[src/rtl/bf16_pkg.sv]
package bf16_pkg;
  localparam int EXP_W  = 8;
  localparam int MAN_W  = 7;
  localparam int WORD_W = 1 + EXP_W + MAN_W;

  // strobes from control to datapath
  typedef struct packed {
    logic loadAlign;
    logic loadPack;
  } stepCtl_t;
endpackage

[src/rtl/lead_zero_count.sv]
module lead_zero_count #(
  parameter int W  = 8,
  parameter int CW = $clog2(W + 1)
) (
  input  logic [W-1:0]  value,
  output logic [CW-1:0] count
);
  // scan upward; the highest set bit wins
  always_comb begin
    count = CW'(W);
    for (int i = 0; i < W; i++) begin
      if (value[i]) count = CW'(W - 1 - i);
    end
  end
endmodule

[src/rtl/bf16_addsub_ctrl.sv]
module bf16_addsub_ctrl
  import bf16_pkg::*;
(
  input  logic     clk,
  input  logic     rst,
  input  logic     inValid,
  output stepCtl_t ctl,
  output logic     outValid
);
  logic stage1Valid;
  logic stage2Valid;

  always_ff @(posedge clk) begin
    if (rst) begin
      stage1Valid <= 1'b0;
      stage2Valid <= 1'b0;
    end else begin
      stage1Valid <= inValid;
      stage2Valid <= stage1Valid;
    end
  end

  always_comb begin
    ctl.loadAlign = inValid;
    ctl.loadPack  = stage1Valid;
  end

  assign outValid = stage2Valid;
endmodule

[src/rtl/bf16_addsub_datapath.sv]
module bf16_addsub_datapath
  import bf16_pkg::*;
#(
  parameter int EW = EXP_W,
  parameter int MW = MAN_W
) (
  input  logic                clk,
  input  logic                rst,
  input  stepCtl_t            ctl,
  input  logic [EW+MW:0]      opA,
  input  logic [EW+MW:0]      opB,
  input  logic                subtract,
  output logic [EW+MW:0]      result
);
  localparam int WW      = 1 + EW + MW;
  localparam int SW      = MW + 1;
  localparam int LZW     = $clog2(SW + 1);
  localparam int EXP_TOP = (1 << EW) - 1;
  localparam logic [WW-1:0] QNAN = {1'b0, {EW{1'b1}}, 1'b1, {(MW-1){1'b0}}};

  // ---------------- stage 1: classify and align ----------------
  logic [WW-1:0] effB;
  logic          signA, signB;
  logic [EW-1:0] expA, expB;
  logic [MW-1:0] manA, manB;
  logic          aTop, bTop, aNan, bNan, aInf, bInf, aZero, bZero;
  logic [SW-1:0] sigA, sigB, alA, alB;
  logic          aBig;
  logic [EW-1:0] gap, bigExp;

  assign effB  = {opB[WW-1] ^ subtract, opB[WW-2:0]};
  assign signA = opA[WW-1];
  assign signB = effB[WW-1];
  assign expA  = opA[WW-2:MW];
  assign expB  = effB[WW-2:MW];
  assign manA  = opA[MW-1:0];
  assign manB  = effB[MW-1:0];

  assign aTop  = &expA;
  assign bTop  = &expB;
  assign aNan  = aTop && (|manA);
  assign bNan  = bTop && (|manB);
  assign aInf  = aTop && !(|manA);
  assign bInf  = bTop && !(|manB);
  assign aZero = (expA == '0) && (manA == '0);
  assign bZero = (expB == '0) && (manB == '0);

  assign sigA   = {|expA, manA};
  assign sigB   = {|expB, manB};
  assign aBig   = (expA >= expB);
  assign gap    = aBig ? (expA - expB) : (expB - expA);
  assign bigExp = aBig ? expA : expB;
  assign alA    = aBig ? sigA : (sigA >> gap);
  assign alB    = aBig ? (sigB >> gap) : sigB;

  logic          nxtSpecial;
  logic [WW-1:0] nxtWord;
  logic          nxtSign;
  logic          nxtDiff;
  logic [SW:0]   nxtMant;

  always_comb begin
    nxtSpecial = 1'b1;
    nxtWord    = opA;
    if (aNan) begin
      nxtWord = opA;
    end else if (aInf) begin
      if (bInf && (signA != signB)) nxtWord = QNAN;
      else if (bNan)                nxtWord = effB;
      else                          nxtWord = opA;
    end else if (bTop) begin
      nxtWord = effB;
    end else if (aZero) begin
      nxtWord = effB;
    end else if (bZero) begin
      nxtWord = opA;
    end else if (gap > EW'(SW)) begin
      nxtWord = aBig ? opA : effB;
    end else begin
      nxtSpecial = 1'b0;
    end
  end

  always_comb begin
    nxtDiff = (signA != signB);
    if (!nxtDiff) begin
      nxtSign = signA;
      nxtMant = {1'b0, alA} + {1'b0, alB};
    end else if (alA >= alB) begin
      nxtSign = signA;
      nxtMant = {1'b0, alA - alB};
    end else begin
      nxtSign = signB;
      nxtMant = {1'b0, alB - alA};
    end
  end

  logic          s1Special;
  logic [WW-1:0] s1Word;
  logic          s1Sign;
  logic          s1Diff;
  logic [EW-1:0] s1Exp;
  logic [SW:0]   s1Mant;

  always_ff @(posedge clk) begin
    if (rst) begin
      s1Special <= 1'b0;
      s1Word    <= '0;
      s1Sign    <= 1'b0;
      s1Diff    <= 1'b0;
      s1Exp     <= '0;
      s1Mant    <= '0;
    end else if (ctl.loadAlign) begin
      s1Special <= nxtSpecial;
      s1Word    <= nxtWord;
      s1Sign    <= nxtSign;
      s1Diff    <= nxtDiff;
      s1Exp     <= bigExp;
      s1Mant    <= nxtMant;
    end
  end

  // ---------------- stage 2: normalize and pack ----------------
  logic           carry;
  logic [LZW-1:0] lz;
  logic [EW:0]    expUp;
  logic [EW-1:0]  expDown;
  logic [MW-1:0]  sumMan, normMan;
  logic [WW-1:0]  packWord;

  lead_zero_count #(.W(SW), .CW(LZW)) u_lzc (
    .value (s1Mant[SW-1:0]),
    .count (lz)
  );

  assign carry   = s1Mant[SW];
  assign expUp   = {1'b0, s1Exp} + 1'b1;
  assign expDown = s1Exp - EW'(lz);
  assign sumMan  = carry ? s1Mant[MW:1] : s1Mant[MW-1:0];
  assign normMan = MW'(s1Mant[SW-1:0] << lz);

  always_comb begin
    if (s1Special) begin
      packWord = s1Word;
    end else if (!s1Diff) begin
      if (carry && (expUp >= (EW+1)'(EXP_TOP)))
        packWord = {s1Sign, {EW{1'b1}}, {MW{1'b0}}};
      else if (carry)
        packWord = {s1Sign, expUp[EW-1:0], sumMan};
      else
        packWord = {s1Sign, s1Exp, sumMan};
    end else begin
      if (s1Mant == '0)
        packWord = '0;
      else if ((lz != '0) && (s1Exp <= EW'(lz)))
        packWord = '0;
      else
        packWord = {s1Sign, expDown, normMan};
    end
  end

  always_ff @(posedge clk) begin
    if (rst)               result <= '0;
    else if (ctl.loadPack) result <= packWord;
  end
endmodule

[src/rtl/bf16_addsub.sv]
module bf16_addsub
  import bf16_pkg::*;
(
  input  logic              clk,
  input  logic              rst,
  input  logic              inValid,
  input  logic [WORD_W-1:0] opA,
  input  logic [WORD_W-1:0] opB,
  input  logic              subtract,
  output logic              outValid,
  output logic [WORD_W-1:0] result
);
  stepCtl_t ctl;

  bf16_addsub_ctrl u_ctrl (
    .clk      (clk),
    .rst      (rst),
    .inValid  (inValid),
    .ctl      (ctl),
    .outValid (outValid)
  );

  bf16_addsub_datapath #(.EW(EXP_W), .MW(MAN_W)) u_dp (
    .clk      (clk),
    .rst      (rst),
    .ctl      (ctl),
    .opA      (opA),
    .opB      (opB),
    .subtract (subtract),
    .result   (result)
  );
endmodule

[config.mk]
export PLATFORM = sky130hd
export DESIGN_NAME = bf16_addsub
export DESIGN_NICKNAME = d
export VERILOG_FILES = /design/src/rtl/bf16_pkg.sv /design/src/rtl/lead_zero_count.sv /design/src/rtl/bf16_addsub_ctrl.sv /design/src/rtl/bf16_addsub_datapath.sv /design/src/rtl/bf16_addsub.sv
export SDC_FILE = /design/constraint.sdc
export NUM_CORES = 1
export LEC_CHECK = 0
export BUFFER_PORTS_ARGS = -buffer_cell sky130_fd_sc_hd__buf_2
export CORE_ASPECT_RATIO = 0.75
export CORE_MARGIN = 2
export CORE_UTILIZATION = 30
export DETAILED_ROUTE_END_ITERATION = 10
export GPL_TIMING_DRIVEN = 0
export PLACE_DENSITY = 0.54
export REMOVE_ABC_BUFFERS = 1
export SLEW_MARGIN = 10
export SYNTH_ARGS = -nofsm -noshare
export SYNTH_HDL_FRONTEND = slang
export SYNTH_HIERARCHICAL = 1
export SYNTH_SLANG_ARGS = --single-unit
[constraint.sdc]
create_clock -name clk -period 12.21 [get_ports clk]
set_input_delay 0.6105 -clock clk [delete_from_list [all_inputs] [get_ports clk]]
set_output_delay 0.6105 -clock clk [all_outputs]
set_load 0.02 [all_outputs]
After elaboration in Yosys (flattened, before gate mapping)
Cells that the tools add are included.

Bits in registers: 54. Output and inout bits: 17.

Add/subtract/negate cells: 7. Order comparisons: 5. Equal/unequal tests: 1. Shift-type cells: 3. Mux-type cells: 38. Bitwise gates (word level): 1. Reductions and logical operators: 23.

Operators with widths (count): 16-bit two-way mux (13); 8-bit two-way mux (5); 4-bit two-way mux (8); 8-bit subtractor (4); 15-bit two-way mux (2); 8-bit greater-or-equal comparator (2); 8-bit logical NOT (2); 8-bit AND reduction (2); 8-bit OR reduction (2); 8-bit by 8-bit >> shifter with 8-bit output (2); 7-bit logical NOT (2); 7-bit OR reduction (2); 8-bit by 1-bit adder with 9-bit output, second input constant (1); 8-bit by 8-bit adder with 9-bit output (1); 9-bit by 8-bit greater-or-equal comparator with 1-bit output, second input constant (1); 1-bit logical AND (9); 9-bit logical NOT (1); 9-bit two-way mux (1); 8-bit by 4-bit > comparator with 1-bit output, second input constant (1); 8-bit by 4-bit less-or-equal comparator with 1-bit output (1); 1-bit two-way mux (8); 8-bit by 4-bit << shifter with 7-bit output (1); 8-bit by 4-bit subtractor with 8-bit output (1); 7-bit two-way mux (1); other kinds (4) (5).

Longest topological paths before layout
Gate-level depths: netlist (run 1).

Depth after elaboration: 14. Gate-level depth with buffers: 24.

By module
Netlist (run 1), hierarchy kept.

Modules (own cells, without submodules): bf16_addsub_datapath (instances 1, cells an instance 775, area an instance 5853.1 um^2, sequential area each 1041.0 um^2); lead_zero_count (instances 1, cells an instance 14, area an instance 86.3 um^2, sequential area each 0.0 um^2); bf16_addsub_ctrl (instances 1, cells an instance 6, area an instance 67.6 um^2, sequential area each 40.0 um^2).

Worst setup path after synthesis (run 1)
No wires, ideal clock.

Path type: input -> register. From: input opA[7]. To: register u_dp.s1Mant[7]. Setup time: 0.121 ns. Arrival: 5.213 ns. Required time: 12.089 ns. Setup slack: 6.876 ns. Cell stages on the path: 22. Buffers on the path: 0. Cells stage by stage: inv_1 -> ha_1 -> fa_1 -> and2b_1 -> o22ai_2 -> a21oi_2 -> nor2_2 -> mux2i_2 -> nor2_1 -> o31a_1 -> o21a_1 -> o21ai_1 -> fa_1 -> o21bai_1 -> a21oi_2 -> a31oi_4 -> o31ai_4 -> mux2i_1 -> o21ai_1 -> a2111oi_0 -> or4_1 -> nand3_1.

Cells in the longest elaborated chain, start to end: 7. Elaborated cells between the ends (all ways): 15. Classes of those cells: add/sub (5); order compare (2); shift (2); mux (5); reduce/logical (1).

RTL lines: from (decl) (RTL line bf16_addsub.sv:7) `input logic [WORD_W-1:0] opA,`; 8-bit subtractor or 8-bit greater-or-equal comparator (tied branches) (RTL line bf16_addsub_datapath.sv:51, bf16_addsub_datapath.sv:50); 8-bit two-way mux (RTL line bf16_addsub_datapath.sv:51) `assign gap = aBig ? (expA - expB) : (expB - expA);`; 8-bit by 8-bit >> shifter with 8-bit output (on tied branches) (RTL line bf16_addsub_datapath.sv:54, bf16_addsub_datapath.sv:53); 8-bit two-way mux (on tied branches) (RTL line bf16_addsub_datapath.sv:54, bf16_addsub_datapath.sv:53); 8-bit subtractor (tied with other cells) (RTL line bf16_addsub_datapath.sv:94) `nxtMant = {1'b0, alB - alA};`; 8-bit two-way mux (RTL line bf16_addsub_datapath.sv:89) `end else if (alA >= alB) begin`; 9-bit two-way mux (*) (RTL line bf16_addsub_datapath.sv:86) `if (!nxtDiff) begin`; to (signal assigned) (RTL line bf16_addsub_datapath.sv:119) `s1Mant <= nxtMant;`; to (decl) (RTL line bf16_addsub_datapath.sv:103) `logic [SW:0] s1Mant;`.

Mark *: on every way between the ends. The rest lies on a longest branch, timed or not. A chain may end at the register's enable or synchronous reset.

Final worst setup path (run 1)
From: input opA[9]. To: register u_dp.s1Mant[7].

The elaborated chain is that of the path after synthesis.

==> metrics.md, run 1 <==
| Metric | Value |
|---|---|
| Share of layout cells above drive strength 1 | `13.2%` |
| CTS tree | `done` |
| Outcome | `complete, but fails checks` |
| Met2 usage | `23.5%` |
| Worst Min Path Start | `u_dp/result[1]$_SDFFE_PP0P_` |
| Worst slew pin tran | `1160 ps` |
| Gr busiest metal | `met1` |
| Seq cells post-synth | `54` |
| Vias in the first global route | `5205` |
| Final HPWL DP | `13900 um` |
| Final layout net count | `887` |
| Clock H-tree levels | `2` |
| Max Cap Viol | `0` |
| Worst Setup Start Kind | `primary input` |
| Routed wire length per instance | `17.3 um` |
| Worst setup EP type | `flip-flop` |
| Logic pwr share | `51.9%` |
| Sequential power share | `28.8%` |
| First-pass GRT wire length | `29000 um` |
| Fin crit period | `6760 ps` |
| VDD IR max | `0.0714 mV` |
| Worst stage delay on the critical path | `820 ps` |
| Die Wd | `167 um` |
| Vias per inst | `5.62` |
| Met3 Use GR | `1.47%` |
| Clock share of power | `19.3%` |
| Total Routed Length | `18200 um` |
| Synth cell types | `86` |
| FP Rows | `44` |
| Int Power | `0.000428 W` |
| Max-slew violation count | `0` |
| Total I/O pin count | `53` |
| EDFF count, synth | `0` |
| Initial antenna violation count | `0` |
| Total Routing Usage GR | `16.8%` |
| CTS root buf | `clkbuf_16` |
| Global route overflow | `0` |
| Worst Setup Slack, final | `5450 ps` |
| Worst EP arrival | `6950 ps` |
| Number of remaining DRC errors | `2` |
| Clk_lat worst skew | `300 ps` |
| Pwr Density | `118 nW/um^2` |
| Area added between synthesis and finish | `8.33%` |
| Switching share of power | `44.3%` |
| Worst r2r src | `u_dp/s1Mant[0]$_SDFFE_PP0P_` |
| Antenna violation net count after detailed routing | `0` |
| Sequential Area | `1080 um^2` |
| Met1 global-route usage | `27.7%` |
| Iteration-0 DRC count of the detailed router | `418` |
| CP max-delay cell | `nor2_2` |
| Die Y | `127 um` |
| Non-Filler Instances | `1055` |
| Starting density of the core | `30.8%` |
| Beginning of the critical path | `opA[9]` |
| NetSw | `0.000340 W` |
| Post-Syn Instances | `795` |
| Hold Buf Count CTS | `0` |
| Async set-or-reset flop fraction in the synthesized netlist | `0%` |
| HP Class | `reg2reg` |
| Fin crit share | `55.4%` |
| Pre-antenna DRT Iters | `8` |
| Ys flop type | `dfxtp_1` |
| Worst Skew | `8.19 ps` |
| Setup Viol. Count Final | `0` |
| RSZ-0062 raised after global routing | `no` |
| Clock Tree Buf Depth | `2` |
| CTS Buf Count | `5` |
| WP data required | `12400 ps` |
| Antenna Cells | `0` |
| Final GP Congestion | `0.895` |
| CP bufs+invs | `2` |
| CTS Sinks | `54` |
| Port bufs | `52` |
| Crit path kind | `in2reg` |
| Top fanout value on the critical path | `24` |
| Post-cts resize count | `0` |
| Leak pwr | `2.60 nW` |
| Slew margin rel. | `23.0%` |
| Via count | `5929` |
| Post-Syn Area per Cell | `7.56 um^2` |
| Top delay family on crit path | `compound AO/OA/AOI/OAI gates` |
| Register area share after synthesis | `18.0%` |
| Core footprint | `19500 um^2` |
| Fillers | `2156` |
| Clock-pin slew on the worst setup and hold paths | `80 ps` |
| Post-Route Setup TNS | `0 ps` |
| Dpl cells | `1047` |
| Footprint of the multi-input gates | `4540 um^2` |
| Synth warn | `6` |
| Failing checks | `design-rule violations` |
| Post-CTS Setup Bufs | `0` |
| Max Fclk | `148 MHz` |
| Setup WS pre-CTS | `5080 ps` |
| Hold Fails Final Rpt | `0` |
| Critical path, cell by cell | `buf_2, inv_1, ha_1, and2b_1, o22ai_2, a21oi_2, nor2_2, mux2i_2, nor2_1, o31a_1, o21a_1, o21ai_1, fa_1, o21bai_1, a21oi_2, a31oi_4, o31ai_4, mux2i_1, o21ai_1, a2111oi_0, or4_1, nand3_1` |
| Largest net degree at the start of global routing | `64` |
| Die area | `21200 um^2` |
| Mapped Area | `6010 um^2` |
[synth_stat cells (7+ instances only)]
| master | n | area [um^2] |
|---|---|---|
| a211oi_1 | 15 | 113 |
| a21o_1 | 7 | 52.6 |
| a21oi_1 | 39 | 195 |
| a221oi_1 | 10 | 87.6 |
| a311oi_1 | 15 | 131 |
| a31oi_1 | 7 | 43.8 |
| and2_1 | 8 | 50.1 |
| buf_2 | 8 | 40.0 |
| clkbuf_1 | 37 | 139 |
| dfxtp_1 | 54 | 1080 |
| ha_1 | 44 | 551 |
| inv_1 | 38 | 143 |
| mux2_2 | 11 | 124 |
| mux2i_1 | 29 | 290 |
| mux4_2 | 8 | 180 |
| nand2_1 | 68 | 255 |
| nand2b_1 | 22 | 138 |
| nand3_1 | 23 | 115 |
| nand4_1 | 9 | 56.3 |
| nor2_1 | 85 | 319 |
| nor2b_1 | 14 | 87.6 |
| nor3_1 | 29 | 145 |
| nor4_1 | 7 | 43.8 |
| o21a_1 | 7 | 52.6 |
| o21ai_0 | 27 | 135 |
| o21ai_1 | 20 | 100 |
| o21bai_1 | 9 | 67.6 |
| o22ai_1 | 13 | 81.3 |
| xor2_1 | 8 | 70.1 |
[state kept, by name, indices dropped and copies added, names as in the netlist]
register            cells
u_ctrl/stage1Valid      1
u_dp/s1Special          1
u_dp/s1Sign             1
u_dp/result            16
u_dp/s1Mant             9
u_dp/s1Exp              8
u_ctrl/outValid         1
u_dp/s1Word            16
u_dp/s1Diff             1
[routing by layer]
metal  part of all wire [%]  vias up  wire length (um)
met2                     40      168              7360
met4                   0.63        0               115
met1                     53     2801              9760
met5                      0        -                 0
li1                       -     2952                 -
met3                    5.5        8              1000
[kinds of logic after synthesis]
group	Yosys count	share of synthesized area, %
AO/OA/AOI/OAI	231	27.6
multiplexers	49	10.1
AND/OR/NAND/NOR	302	24.7
XOR/XNOR	12	1.75
adder cells (fa/ha/maj)	51	11.3
flip-flops	54	18.0
buffers and inverters	96	6.42
[cell type report]
class                   count  area share, %
inverters                  43           2.48
well taps                 253           4.86
multi-input cells         645           69.8
clock inverters             3          0.346
clock buffers               5           1.92
flip-flops and latches     54           16.6
repair buffers             52           4.00
[path summary, 6_finish.rpt]
kind | slack (ps) | cells past startpoint | endpoint
worst min-delay path | 460 | 2 | u_dp/result[1]$_SDFFE_PP0P_
worst min register to register | 460 | 2 | u_dp/result[1]$_SDFFE_PP0P_
worst max-delay path | 5450 | 22 | u_dp/s1Mant[7]$_SDFFE_PP0P_
worst max register to register | 8290 | 13 | u_dp/result[7]$_SDFFE_PP0P_
[power by group through the flow]
stage | logic (W) | clock network [W] | registers (W)
6_report | 0.000399 | 0.000149 | 0.000221
5_1_grt | 0.000440 | 0.000159 | 0.000225
4_1_cts | 0.000394 | 0.000152 | 0.000221
3_5_place_dp | 0.000393 | 0 | 0.000225
3_3_place_gp | 0.000392 | 0 | 0.000225
2_1_floorplan | 0.000288 | 0 | 0.000219
[worst reg2reg max path: stages, from the launching register on]
cell and delay [ps]:
dfxtp_1 480, a21oi_1 130, o41ai_2 860, ha_1 300, inv_1 70, fa_1 390, a21o_1 180, a21o_1 220
a21oi_1 170, a31oi_1 90, nand2_1 140, nor2_1 50, o311ai_0 540, a21oi_1 140
[layout by cell type, fill, tap and decap left out, types with 5 or more instances in the layout]
master	Yosys	routed
nor2_1	85	85
a2111oi_0	5	5
a21oi_1	39	39
nand2b_1	22	22
o21ai_0	27	27
o21ai_1	20	20
and2_1	8	8
o21bai_1	9	9
mux4_2	8	8
mux2_2	11	11
nand3_1	23	23
a21o_1	7	7
dfxtp_1	54	54
a31oi_1	7	7
nor3_1	29	29
a211oi_1	15	15
a221oi_1	10	10
nand2_1	68	68
o22ai_1	13	13
mux2i_1	29	29
nand4_1	9	9
clkbuf_16	0	5
inv_1	38	38
nor2b_1	14	14
o21a_1	7	7
nor4_1	7	7
xor2_1	8	8
fa_1	6	6
a311oi_1	15	15
a22oi_1	6	6
and3_1	6	6
ha_1	44	44
buf_2	8	52
[metrics by stage]
stage | hold slack, ps | instance area [um^2] | total power, W | utilization [%]
floorplan | 448 | 5780 | 0.000507 | -
detailed placement | 457 | 6360 | 0.000617 | 32.6
global placement | 452 | 6360 | 0.000616 | 32.6
CTS | 467 | 6510 | 0.000767 | 33.4
global route | 493 | 6510 | 0.000824 | 33.4
finish | 464 | 6510 | 0.000769 | 33.4
No activity file was read; power rests on OpenSTA's default activity.
==> run 2: changes to the inputs <==
==> constraint.sdc (replaced) <==
create_clock -name clk -period 6.4 [get_ports clk]
set_input_delay 0.32 -clock clk [delete_from_list [all_inputs] [get_ports clk]]
set_output_delay 0.32 -clock clk [all_outputs]
set_load 0.02 [all_outputs]
==> metrics.md, run 2 (synthesis gave the netlist of run 1 again) <==
| Metric | Value |
|---|---|
| Starting density of the core | `30.8%` |
| Biggest regs | `u_dp/result x16, u_dp/s1Word x16, u_dp/s1Mant x9` |
| Clock-pin slew on the worst setup and hold paths | `80 ps` |
| Global route overflow | `0` |
| Final GP Congestion | `0.895` |
| Commonest non-fill, non-tap cell in the layout | `nor2_1` |
| Initial antenna violation count | `0` |
| Worst Setup Start Kind | `primary input` |
| Dpl cells | `1047` |
| Worst EP arrival | `6150 ps` |
| Commonest cells after routing, fill and taps aside | `85 x nor2_1, 67 x nand2_1, 54 x dfxtp_1` |
| Area added between synthesis and finish | `9.00%` |
| Via count | `5973` |
| Max Fclk | `168 MHz` |
| CTS root buf | `clkbuf_16` |
| Total I/O pin count | `53` |
| RSZ-0062 raised after global routing | `no` |
| Fin crit share | `93.2%` |
| CTS tree | `done` |
| Number of remaining DRC errors | `2` |
| First-pass GRT wire length | `29000 um` |
| Max-slew violation count | `0` |
| Final layout net count | `891` |
| Failing checks | `design-rule violations` |
| Crit path kind | `in2reg` |
| CTS Sinks | `54` |
| Clock H-tree levels | `2` |
| Antenna violation net count after detailed routing | `0` |
| Pwr Density | `226 nW/um^2` |
| Setup WS pre-CTS | `-444 ps` |
| Die area | `21200 um^2` |
| Iteration-0 DRC count of the detailed router | `473` |
| Vias in the first global route | `5211` |
| Leak pwr | `2.61 nW` |
| Fin crit period | `5960 ps` |
| Total Routed Length | `18500 um` |
| CTS Buf Count | `5` |
| Setup Viol. Count Final | `0` |
| VDD IR max | `0.136 mV` |
| Non-Filler Instances | `1059` |
| Final HPWL DP | `13900 um` |
| Routed wire length per instance | `17.5 um` |
| Antenna Cells | `0` |
| Layout Utilization | `33.6%` |
| Vias per inst | `5.64` |
| Worst Setup Slack, final | `436 ps` |
| Port bufs | `52` |
| Worst slew pin tran | `1150 ps` |
| Total Routing Usage GR | `16.8%` |
| Max Cap Viol | `0` |
| HP Class | `in2reg` |
| Overall power | `0.00148 W` |
| Largest net degree at the start of global routing | `64` |
| Die Wd | `167 um` |
| Die Y | `127 um` |
| Pre-antenna DRT Iters | `8` |
| Post-Route Setup TNS | `0 ps` |
| Core footprint | `19500 um^2` |
| Top fanout value on the critical path | `15` |
| Share of layout cells above drive strength 1 | `13.9%` |
| Clock Tree Buf Depth | `2` |
| Worst setup EP type | `flip-flop` |
| Slew margin rel. | `23.1%` |
| Worst Skew | `8.11 ps` |
| Hold Buf Count CTS | `0` |
| Outcome | `complete, but fails checks` |
| Hold Fails Final Rpt | `0` |
| FP Rows | `44` |
| Clk_lat worst skew | `300 ps` |
| WP data required | `6590 ps` |
==> run 2: repair_timing <==
action | in CTS | in global routing
buffers inserted | 0 | 3
hold endpoints to repair | 0 | 0
setup endpoints to repair | 1 | 3
gates cloned | 0 | 1
pin swaps | 0 | 2
resized for setup | 1 | 3
==> run 2: cell type report <==
type / instances / area, um^2
fill: 2155 / 12900
multi-input combinational: 646 / 4560
clock inverter: 3 / 22.5
clock buffer: 5 / 125
sequential: 54 / 1080
tap: 253 / 317
timing repair buffer: 55 / 283
inverter: 43 / 161
==> run 2: where the power goes <==
group          leakage, nW  internal (W)  switching, W
Combinational         2.09      0.000309      0.000465
Clock               0.0746      0.000148      0.000135
Sequential           0.446      0.000369     0.0000534
Total                 2.61      0.000826      0.000654
==> run 2: per-stage QoR <==
stage | area, um^2 | hold WS (ps)
finish | 6550 | 334
global route | 6550 | 347
CTS | 6510 | 328
global placement | 6360 | 452
floorplan | 5780 | 389
detailed placement | 6360 | 457
==> run 2: worst paths after layout <==
| check | startpoint | endpoint | slack [ps] | depth (start not counted) |
|---|---|---|---|---|
| setup / recovery | opA[7] | u_dp/s1Mant[7]$_SDFFE_PP0P_ | 440 | 23 |
| hold / removal | opB[14] | u_dp/s1Exp[7]$_SDFFE_PP0P_ | 330 | 3 |
| setup reg to reg | u_dp/s1Mant[0]$_SDFFE_PP0P_ | u_dp/result[7]$_SDFFE_PP0P_ | 2490 | 13 |
| hold reg to reg | u_dp/result[1]$_SDFFE_PP0P_ | u_dp/result[1]$_SDFFE_PP0P_ | 460 | 2 |
==> run 2: critical path, cell delays in order <==
cell	delay [ps]
buf_2	160
inv_1	60
ha_2	210
fa_1	370
and2b_1	230
o22ai_2	110
a21oi_2	420
nor2_4	160
mux2_2	470
mux4_2	600
mux2i_1	160
o21ai_1	130
ha_1	270
fa_1	400
o21bai_1	230
a21oi_2	130
a31oi_4	300
o31ai_4	130
mux2i_1	420
o21ai_1	100
a2111oi_1	510
or4_1	190
nand3_1	60
==> run 2: per-layer routing <==
metal	share of wire, %	GRT usage, %	routed length [um]
met5	0	0	0
met2	40	23.5	7470
met1	54	27.7	9900
met4	0.55	2.46	102
met3	5.5	1.47	1010
